## config.mk

```make
export PLATFORM = sky130hd
export DESIGN_NAME = cwin_decoder
export DESIGN_NICKNAME = d
export VERILOG_FILES = /design/src/rtl/cwin_pkg.sv /design/src/rtl/cwin_regbank.sv /design/src/rtl/cwin_window_cmp.sv /design/src/rtl/cwin_select.sv /design/src/rtl/cwin_decoder.sv
export SDC_FILE = /design/constraint.sdc
export NUM_CORES = 2
export LEC_CHECK = 0
export BUFFER_PORTS_ARGS = -buffer_cell sky130_fd_sc_hd__buf_4
export CAP_MARGIN = 25
export CELL_PAD_IN_SITES_DETAIL_PLACEMENT = 0
export CELL_PAD_IN_SITES_GLOBAL_PLACEMENT = 1
export CORE_MARGIN = 2
export CORE_UTILIZATION = 50
export CTS_CLUSTER_SIZE = 10
export DETAILED_ROUTE_END_ITERATION = 8
export PLACE_DENSITY = 0.85
export RECOVER_POWER = 100
export SETUP_SLACK_MARGIN = 0.2
export SYNTH_ARGS = -nofsm -noshare
export SYNTH_HDL_FRONTEND = slang
export SYNTH_SLANG_ARGS = --single-unit
```

## constraint.sdc

```tcl
create_clock -name clk -period 10.5 [get_ports clk]
set_clock_uncertainty 0.15 [all_clocks]
set_input_delay 2.1 -clock clk [delete_from_list [all_inputs] [get_ports clk]]
set_output_delay 2.1 -clock clk [all_outputs]
set_load 0.01 [all_outputs]
```

## src/rtl/cwin_pkg.sv

```systemverilog
// Shared definitions for the card window decoder.
// Assumes a 32-bit register word; field positions are fixed by the option layout.
package cwin_pkg;
    localparam int REG_W     = 32;
    localparam int SZ_HI     = 31;
    localparam int SZ_LO     = 27;
    localparam int HOLD_HI   = 18;
    localparam int HOLD_LO   = 16;
    localparam int SETUP_HI  = 15;
    localparam int SETUP_LO  = 12;
    localparam int STRB_HI   = 11;
    localparam int STRB_LO   = 7;
    localparam int WIDE_BIT  = 6;
    localparam int SPC_HI    = 4;
    localparam int SPC_LO    = 3;
    localparam int SLOT_BIT  = 2;
    localparam int WP_BIT    = 1;
    localparam int VLD_BIT   = 0;

    typedef enum logic [1:0] {
        SPACE_COMMON = 2'd0,
        SPACE_ATTR   = 2'd1,
        SPACE_IO     = 2'd2
    } space_e;

    typedef struct packed {
        logic       ok;
        logic [4:0] lg;
    } size_t;

    // Size code to log2 of the byte size; ok=0 for unused codes.
    function automatic size_t size_decode(input logic [4:0] code);
        size_t r;
        r.ok = 1'b1;
        case (code)
            5'd0:  r.lg = 5'd0;
            5'd1:  r.lg = 5'd1;
            5'd2:  r.lg = 5'd3;
            5'd3:  r.lg = 5'd2;
            5'd4:  r.lg = 5'd7;
            5'd5:  r.lg = 5'd6;
            5'd6:  r.lg = 5'd4;
            5'd7:  r.lg = 5'd5;
            5'd8:  r.lg = 5'd15;
            5'd9:  r.lg = 5'd14;
            5'd10: r.lg = 5'd12;
            5'd11: r.lg = 5'd13;
            5'd12: r.lg = 5'd8;
            5'd13: r.lg = 5'd9;
            5'd14: r.lg = 5'd11;
            5'd15: r.lg = 5'd10;
            5'd20: r.lg = 5'd24;
            5'd21: r.lg = 5'd25;
            5'd23: r.lg = 5'd26;
            5'd24: r.lg = 5'd16;
            5'd25: r.lg = 5'd17;
            5'd26: r.lg = 5'd19;
            5'd27: r.lg = 5'd18;
            5'd28: r.lg = 5'd23;
            5'd29: r.lg = 5'd22;
            5'd30: r.lg = 5'd20;
            5'd31: r.lg = 5'd21;
            default: begin
                r.ok = 1'b0;
                r.lg = 5'd0;
            end
        endcase
        return r;
    endfunction
endpackage

```

## src/rtl/cwin_regbank.sv

```systemverilog
// Window register bank: NUM_WIN base/option pairs at consecutive indices.
// Assumes software writes whole words; an index past the bank is ignored.
module cwin_regbank
    import cwin_pkg::*;
#(
    parameter int NUM_WIN = 8,
    localparam int IDX_W  = $clog2(2 * NUM_WIN),
    localparam int WIN_W  = (NUM_WIN > 1) ? $clog2(NUM_WIN) : 1
) (
    input  logic                           clk,
    input  logic                           rst_n,
    input  logic                           reg_wr,
    input  logic [IDX_W-1:0]               reg_idx,
    input  logic [REG_W-1:0]               reg_wdata,
    output logic [REG_W-1:0]               reg_rdata,
    output logic [NUM_WIN-1:0][REG_W-1:0]  bases,
    output logic [NUM_WIN-1:0][REG_W-1:0]  opts
);
    logic [IDX_W-2:0] win_sel;
    logic             is_opt;
    logic             in_range;

    assign win_sel  = reg_idx[IDX_W-1:1];
    assign is_opt   = reg_idx[0];
    assign in_range = (int'(win_sel) < NUM_WIN);

    // Register storage with synchronous clear.
    always_ff @(posedge clk) begin
        if (!rst_n) begin
            bases <= '0;
            opts  <= '0;
        end else if (reg_wr && in_range) begin
            if (is_opt) opts[WIN_W'(win_sel)]  <= reg_wdata;
            else        bases[WIN_W'(win_sel)] <= reg_wdata;
        end
    end

    // Combinational read-back of the addressed word.
    always_comb begin
        reg_rdata = '0;
        if (in_range)
            reg_rdata = is_opt ? opts[WIN_W'(win_sel)] : bases[WIN_W'(win_sel)];
    end
endmodule

```

## src/rtl/cwin_window_cmp.sv

```systemverilog
// One window comparator: decodes the size code and tests the address
// against the base above the size boundary. Assumes ADDR_W of 27 to 32.
module cwin_window_cmp
    import cwin_pkg::*;
#(
    parameter int ADDR_W = 32
) (
    input  logic [REG_W-1:0]  base,
    input  logic [REG_W-1:0]  opt,
    input  logic [ADDR_W-1:0] addr,
    output logic              match
);
    size_t             sz;
    logic [ADDR_W-1:0] keep;

    // Decode size and compare the kept address bits.
    always_comb begin
        sz    = size_decode(opt[SZ_HI:SZ_LO]);
        keep  = {ADDR_W{1'b1}} << sz.lg;
        match = opt[VLD_BIT] && sz.ok &&
                (((addr ^ base[ADDR_W-1:0]) & keep) == '0);
    end
endmodule

```

## src/rtl/cwin_select.sv

```systemverilog
// Priority selection and result register: the lowest matching window wins;
// its option fields are registered together with hit, start and error flags.
module cwin_select
    import cwin_pkg::*;
#(
    parameter int NUM_WIN = 8,
    localparam int WIN_W  = (NUM_WIN > 1) ? $clog2(NUM_WIN) : 1
) (
    input  logic                          clk,
    input  logic                          rst_n,
    input  logic [NUM_WIN-1:0]            match,
    input  logic [NUM_WIN-1:0][REG_W-1:0] opts,
    input  logic                          acc_valid,
    input  logic                          acc_write,
    output logic                          res_valid,
    output logic                          res_hit,
    output logic                          res_nohit,
    output logic [WIN_W-1:0]              res_win,
    output logic                          res_slot,
    output logic [1:0]                    res_space,
    output logic                          res_wide,
    output logic                          res_wp,
    output logic [2:0]                    res_hold,
    output logic [3:0]                    res_setup,
    output logic [4:0]                    res_strobe,
    output logic                          res_start,
    output logic                          res_wp_err
);
    logic             any;
    logic [WIN_W-1:0] pick;
    logic [REG_W-1:0] sel;
    space_e           spc;
    logic             unused_bits;

    // Lowest-index matching window, found by a descending scan.
    always_comb begin
        any  = 1'b0;
        pick = '0;
        for (int w = NUM_WIN - 1; w >= 0; w--) begin
            if (match[w]) begin
                any  = 1'b1;
                pick = WIN_W'(w);
            end
        end
        sel = any ? opts[pick] : '0;
    end

    // Space type from the two type bits.
    always_comb begin
        if (!sel[SPC_HI])     spc = SPACE_COMMON;
        else if (!sel[SPC_LO]) spc = SPACE_ATTR;
        else                   spc = SPACE_IO;
    end

    assign unused_bits = ^{sel[SZ_HI:HOLD_HI+1], sel[5], sel[VLD_BIT]};

    // Result register, cleared when no access was presented.
    always_ff @(posedge clk) begin
        if (!rst_n || !acc_valid) begin
            res_valid  <= 1'b0;
            res_hit    <= 1'b0;
            res_nohit  <= 1'b0;
            res_win    <= '0;
            res_slot   <= 1'b0;
            res_space  <= 2'd0;
            res_wide   <= 1'b0;
            res_wp     <= 1'b0;
            res_hold   <= '0;
            res_setup  <= '0;
            res_strobe <= '0;
            res_start  <= 1'b0;
            res_wp_err <= 1'b0;
        end else begin
            res_valid  <= 1'b1;
            res_hit    <= any;
            res_nohit  <= !any;
            res_win    <= pick;
            res_slot   <= sel[SLOT_BIT];
            res_space  <= any ? spc : SPACE_COMMON;
            res_wide   <= sel[WIDE_BIT];
            res_wp     <= sel[WP_BIT];
            res_hold   <= sel[HOLD_HI:HOLD_LO];
            res_setup  <= sel[SETUP_HI:SETUP_LO];
            res_strobe <= sel[STRB_HI:STRB_LO];
            res_start  <= any && !(acc_write && sel[WP_BIT]);
            res_wp_err <= any && acc_write && sel[WP_BIT];
        end
    end
endmodule

```

## src/rtl/cwin_decoder.sv

```systemverilog
// Card window address decoder top: register bank, one comparator per
// window and the priority/result stage. Result latency is one cycle.
module cwin_decoder
    import cwin_pkg::*;
#(
    parameter int NUM_WIN = 8,
    parameter int ADDR_W  = 32,
    localparam int IDX_W  = $clog2(2 * NUM_WIN),
    localparam int WIN_W  = (NUM_WIN > 1) ? $clog2(NUM_WIN) : 1
) (
    input  logic              clk,
    input  logic              rst_n,
    input  logic              reg_wr,
    input  logic [IDX_W-1:0]  reg_idx,
    input  logic [31:0]       reg_wdata,
    output logic [31:0]       reg_rdata,
    input  logic              acc_valid,
    input  logic              acc_write,
    input  logic [ADDR_W-1:0] acc_addr,
    output logic              res_valid,
    output logic              res_hit,
    output logic              res_nohit,
    output logic [WIN_W-1:0]  res_win,
    output logic              res_slot,
    output logic [1:0]        res_space,
    output logic              res_wide,
    output logic              res_wp,
    output logic [2:0]        res_hold,
    output logic [3:0]        res_setup,
    output logic [4:0]        res_strobe,
    output logic              res_start,
    output logic              res_wp_err
);
    logic [NUM_WIN-1:0][REG_W-1:0] bases;
    logic [NUM_WIN-1:0][REG_W-1:0] opts;
    logic [NUM_WIN-1:0]            match;

    cwin_regbank #(.NUM_WIN(NUM_WIN)) u_bank (
        .clk(clk), .rst_n(rst_n), .reg_wr(reg_wr), .reg_idx(reg_idx),
        .reg_wdata(reg_wdata), .reg_rdata(reg_rdata),
        .bases(bases), .opts(opts)
    );

    for (genvar w = 0; w < NUM_WIN; w++) begin : g_win
        cwin_window_cmp #(.ADDR_W(ADDR_W)) u_cmp (
            .base(bases[w]), .opt(opts[w]), .addr(acc_addr), .match(match[w])
        );
    end

    cwin_select #(.NUM_WIN(NUM_WIN)) u_sel (
        .clk(clk), .rst_n(rst_n), .match(match), .opts(opts),
        .acc_valid(acc_valid), .acc_write(acc_write),
        .res_valid(res_valid), .res_hit(res_hit), .res_nohit(res_nohit),
        .res_win(res_win), .res_slot(res_slot), .res_space(res_space),
        .res_wide(res_wide), .res_wp(res_wp), .res_hold(res_hold),
        .res_setup(res_setup), .res_strobe(res_strobe),
        .res_start(res_start), .res_wp_err(res_wp_err)
    );
endmodule

```

======== Word level (Yosys, flattened, before mapping) ========
Cells that the tools add are included.
cells by class
  divide/modulo/power cells ............... 0
  add/sub/neg operators ................... 0
  shift-type cells ........................ 8
  magnitude comparators ................... 3
  reductions and logical operators ........ 54
  multiplexer cells ....................... 46
  bitwise operators ....................... 19
  multiply operators ...................... 0
  equality and inequality tests ........... 208
operators by type and width
  operator                                                                      count
  5-bit case mux with 26 select lines                                           8
  256-bit bitwise mux                                                           2
  5-bit equality test, second input constant                                    88
  5-bit by 4-bit equality test with 1-bit output, second input constant         64
  32-bit binary-select mux with 3-bit select                                    3
  32-bit AND                                                                    8
  32-bit logical NOT                                                            8
  32-bit by 5-bit left shift with 32-bit output, first input constant           8
  32-bit bitwise XOR                                                            8
  27-bit OR reduction                                                           8
  5-bit by 3-bit equality test with 1-bit output, second input constant         32
  32-bit 2-to-1 mux                                                             4
  32-bit demux with 3-bit select                                                1
  5-bit by 2-bit equality test with 1-bit output, second input constant         16
  5-bit by 1-bit equality test with 1-bit output, second input constant         8
  5-bit logical NOT                                                             8
  3-bit 2-to-1 mux                                                              8
  1-bit logical AND                                                             21
  19-bit 2-to-1 mux                                                             1
  1-bit 2-to-1 mux                                                              17
  3-bit by 4-bit less-than comparator with 1-bit output, second input constant  2
  5-bit 2-to-1 mux                                                              1
  1-bit logical NOT                                                             4
  2-bit AND reduction                                                           2
  6 further kinds                                                               8
storage, ports and cells
  bits in read-only memories .............. 0
  latch bits .............................. 0
  output and inout port bits .............. 57
  register bits after elaboration ......... 537
  memories kept ........................... 0
  memory bits (writable) .................. 0
  bits of input ports ..................... 73

======== Longest topological paths before layout ========
  depth after elaboration ................. 20
  mapped depth ............................ 15

======== Cells and area by module ========
From an unflattened synthesis, not the netlist that was laid out.
unflattened totals
  cell total of the unflattened synthesis .. 4060
  area, all modules ....................... 31984.4 um^2
by module, submodules not included
  module                                area an instance (um^2)  times used  cells each
  cwin_regbank                          23689.0                  1           2928
  cwin_window_cmp (g_win[0].u_cmp ...)  772.0                    6           106
  cwin_select                           2142.1                   1           280
  cwin_window_cmp (g_win[6].u_cmp ...)  760.7                    2           108

======== Least setup slack after synthesis ========
Ideal clock, no wire load.
  kind .................................... input to output
  start point ............................. input reg_idx[1]
  end point ............................... output reg_rdata[24]
  path slack .............................. 3924 ps
  data required time ...................... 8250 ps
  arrival time ............................ 4326 ps
  buffers on the path ..................... 5
  stages on the path ...................... 8
  path through ............................ clkbuf_1 > buf_1 > buf_1 > clkbuf_1 > clkbuf_1 > a21oi_1 > a221oi_1 > a21oi_1
on the way
  word-level cells in the longest chain between the ends .. 3
RTL lines
  what                                        RTL line            RTL
  start, declared                             cwin_decoder.sv:14  input logic [IDX_W-1:0] reg_idx,
  32-bit binary-select mux with 3-bit select  cwin_regbank.sv:42  reg_rdata = is_opt ? opts[WIN_W'(win_sel)] : bases[WIN_W'(win_sel)];
  32-bit 2-to-1 mux (not written as such)     cwin_regbank.sv:42
  32-bit 2-to-1 mux *                         cwin_regbank.sv:42
  end, declared                               cwin_decoder.sv:16  output logic [31:0] reg_rdata,
Mark *: on every way between the ends. The rest lies on a longest branch, timed or not. The select of a mux whose other input is x is not followed.

======== Worst setup path in the final report ========
  start point ............................. input rst_n
  end point ............................... register u_sel.res_setup[1]
on the way
  word-level cells in the longest chain between the ends .. 3
RTL lines
  what                          RTL line            RTL
  start, declared               cwin_decoder.sv:12  input logic rst_n,
  1-bit logical NOT             cwin_select.sv:59   if (!rst_n || !acc_valid) begin
  1-bit logical OR              cwin_select.sv:59
  2-bit OR reduction (no line)  --
  end signal, assigned          cwin_select.sv:83   res_setup <= sel[SETUP_HI:SETUP_LO];
  end, declared                 cwin_select.sv:24   output logic [3:0] res_setup,
No other way between the ends.
A chain may end at the register's enable or synchronous reset.

==> impl_metrics.ini <==
[status]
status = complete, but fails checks
failed_checks = max-capacitance violations, max-slew violations

[synthesis]
number_of_unique_standard_cell_types_used_by_synthesis = 91
synth_compound_gate_area_share_pct = 25.0
synth-xor-area-share_pct = 7.18
synth_top_area_cells = dfxtp_1 34%, nand2_1 13%, a21boi_0 12%, xnor2_1 4.4%, mux2i_1 3.9%
ys_seq_elements = 537
synth_adder_area_share_pct = 0.0317
ys_seq_area_share_pct = 34.0
yosys_warnings = 0
post_synth_instance_area_um2 = 31600
postSynth.asyncResetShare_pct = 0
yosys_most_used_dff = dfxtp_1
synth_simple_gate_area_share_pct = 20.5
net_count_synth = 4124
synthDominantCellAreaShare_pct = 34.0
synth_edf_count = 0
synth_largest_area_cell = dfxtp_1
synth.avg_cell_area_um2 = 7.80
post_synth_inst_count = 4051
muxShareOfSynthArea_pct = 7.96
synth_top_family_by_area = compound AO/OA/AOI/OAI gates

[sta]
clock.fmax_ghz = 0.119
worst_slack_ns = 2.08
period_share_pct = 80.2
hold-worst-slack_ns = 0.314
setup_repair_after_global_routing_missed_its_margin = false
slew-limit-headroom_pct = -294
worstMarginPinSlew_ns = 5.90
setup-violations-final = 0
final.setup.tns_ns = 0
final_hold_viol_count = 0
max_slew_violation_total_from_the_final_report = 331
finalWorstPathRequiredPeriod_ns = 8.42

[run]
cap_viol_max_count = 4

[setup_path]
cp.buffers_inverters = 1
r2r_setup_slack_ns = 5.22
worst_setup_path_startpoint = rst_n
crit_type = in2reg
ff2ff_path_depth = 11
critical_path.top_delay_family = buffers and inverters
cp_slowest_cell = clkbuf_1
arrival_ns = 8.74
critical_path.max_stage_delay_ns = 4.01
crit_cells = 5
regToRegEndpoint = u_sel.res_setup[1]$_SDFF_PP0_
crit-reg2reg-launch = u_bank.opts[59]$_SDFFE_PN0P_
critical_path.endpoint = u_sel.res_setup[1]$_SDFF_PP0_
worstPathMaxFanout = 151
worstPathRequired_ns = 10.82
worstSetupEndpointType = register
crit_path_cell_trace = clkbuf_1, nand2_1, a31o_1, a221o_1, a221oi_1
critical_path.startpoint_type = primary input

[finish]
design_area_um2 = 34400
layout-area-overhead-vs-synth_pct = 9.00
fillers = 6034
nNetsFinal = 3990
most_frequent_cells_in_the_layout = 1,130 x nand2_1, 537 x dfxtp_1, 519 x a21boi_0
drive_above_1_share_pct = 8.81
mostFrequentLayoutCell = nand2_1
multiInputGateArea_um2 = 19300
antenna-diode-count = 0
register_area_um2 = 10800

[global_routing]
first_pass_grt_wire_length_um = 198000
grt_overflow_total = 0
grt_max_degree = 152
grt.total_usage_pct = 41.0
antenna_found_initial = 2
first_global_vias = 28300

[clock_tree]
worst_skew_pair.late_latency_ns = 0.63
cts_setup_buffers = 0
clock_tree.root_cell = clkbuf_16
ctsHtreeMaxLevel = 3
post_cts_resize_count = 0
clk_pin_slew_worst_paths_ns = 0.05
clockBufferDepth = 3
hold_buffers = 0
cts_buffers = 66
cts.sinks = 537
cts_tree = built

[placement]
dp_hpwl_um = 95100
buffer_ports.inserted = 129
place.gp.congestion = 1.12
detailed_place.area_um2 = 32700
pre_cts_setup_slack_ns = 3.34

[power]
power_density_nw_per_um2 = 138
p_total_mw = 4.74
max_vdd_drop_mv = 0.110
standby_leakage_power_nw = 11.3

[floorplanning]
num_io_pins = 130
core_area_um2 = 62700
die-area_um2 = 65200
vertical_die_dimension_um = 255
std_cell_rows = 92
die_x_um = 255
start_util_pct = 50.4

[routing]
vias = 30600
post_drt_via_cell_ratio = 6.40
dr.pass1.iters = 6
antenna_left = 0
wire_per_inst_um = 28.9
detailedRoute.firstIterationViolations = 4426
wl_um = 138000
remaining_design_rule_violation_count = 0

[hold_path]
hp-class = reg2reg
hold_start = u_bank.opts[216]$_SDFFE_PN0P_
## cell type report
class / count / share of cell area, %
Multi-Input combinational cell: 3087 / 55.9
Timing Repair Buffer: 196 / 3.94
Clock buffer: 77 / 5.09
Tap cell: 846 / 3.07
Inverter: 29 / 0.316
Sequential cell: 537 / 31.2
Clock inverter: 11 / 0.432
## how the worst min path moves through the flow
stage,end,slack (ns),cells past startpoint
finish,u_bank.opts[216]$_SDFFE_PN0P_,0.31,2
global route,u_bank.opts[153]$_SDFFE_PN0P_,0.33,2
CTS,u_bank.opts[121]$_SDFFE_PN0P_,0.31,2
detailed placement,u_bank.opts[216]$_SDFFE_PN0P_,0.31,2
global placement,u_bank.opts[116]$_SDFFE_PN0P_,0.30,2
floorplan,u_bank.opts[215]$_SDFFE_PN0P_,0.29,2
## per-stage QoR
step	utilization, %	instances
detailed placement	52.2	4694
finish	54.9	4783
global placement	52.1	4691
CTS	55.2	4782
floorplan	-	4051
global route	54.9	4783
## tightest hold or removal path: stages (launching register included)
cell,delay [ns]
dfxtp_1,0.30
nand2_1,0.04
a21boi_0,0.06
## synth_stat cells (9+ instances only)
cell type     n
inv_1        28
o21a_1       10
a221o_1      13
o211ai_1     24
a21boi_0    519
mux2i_1     123
nor2_1      121
dfxtp_1     537
a32oi_1       9
nand2_1    1131
nand2b_1     33
nand3_1      42
nand4_1      19
a31oi_1      15
or3_1        10
a21oi_1     185
clkbuf_1    317
nor2b_1      38
a221oi_1     29
mux2_2       24
o31ai_1      12
o22ai_1      15
a22o_1       26
a22oi_1      34
a211oi_1     25
nor4_1       17
a21o_1        9
buf_1        27
and3_1       11
xor2_1      100
mux4_2       45
and2_1       18
buf_2        48
nor3_1       31
o21ai_0      91
xnor2_1     159
## kinds of logic after synthesis
| group | count (synthesis) |
|---|---|
| buf+inv | 427 |
| simple gates | 1529 |
| mux | 192 |
| compound gates | 1106 |
| xor+xnor | 259 |
| fa+ha+maj | 1 |
| flops | 537 |
## sequential cells by signal, indices dropped and copies added, names as in the netlist, 2 cells and up
signal,cells
u_bank.bases,256
u_bank.opts,256
u_sel.res_strobe,5
u_sel.res_setup,4
u_sel.res_hold,3
u_sel.res_win,3
u_sel.res_space,2
## per-layer routing
layer / vias up / global-route usage (%) / part of all wire, %
met4: 2 / 17.8 / 4.5
met2: 2022 / 59.3 / 42
met3: 337 / 12.0 / 13
met1: 14700 / 56.5 / 40
met5: - / 0 / 0.0094
li1: 13600 / - / -
## power breakdown
group	internal [mW]	total [mW]	leakage [nW]	switching, mW
Combinational	0.171	0.521	6.01	0.350
Sequential	2.06	2.10	4.33	0.0350
Clock	1.19	2.13	0.925	0.938
Total	3.42	4.74	11.3	1.32
Power figures use the tool's default switching activity.
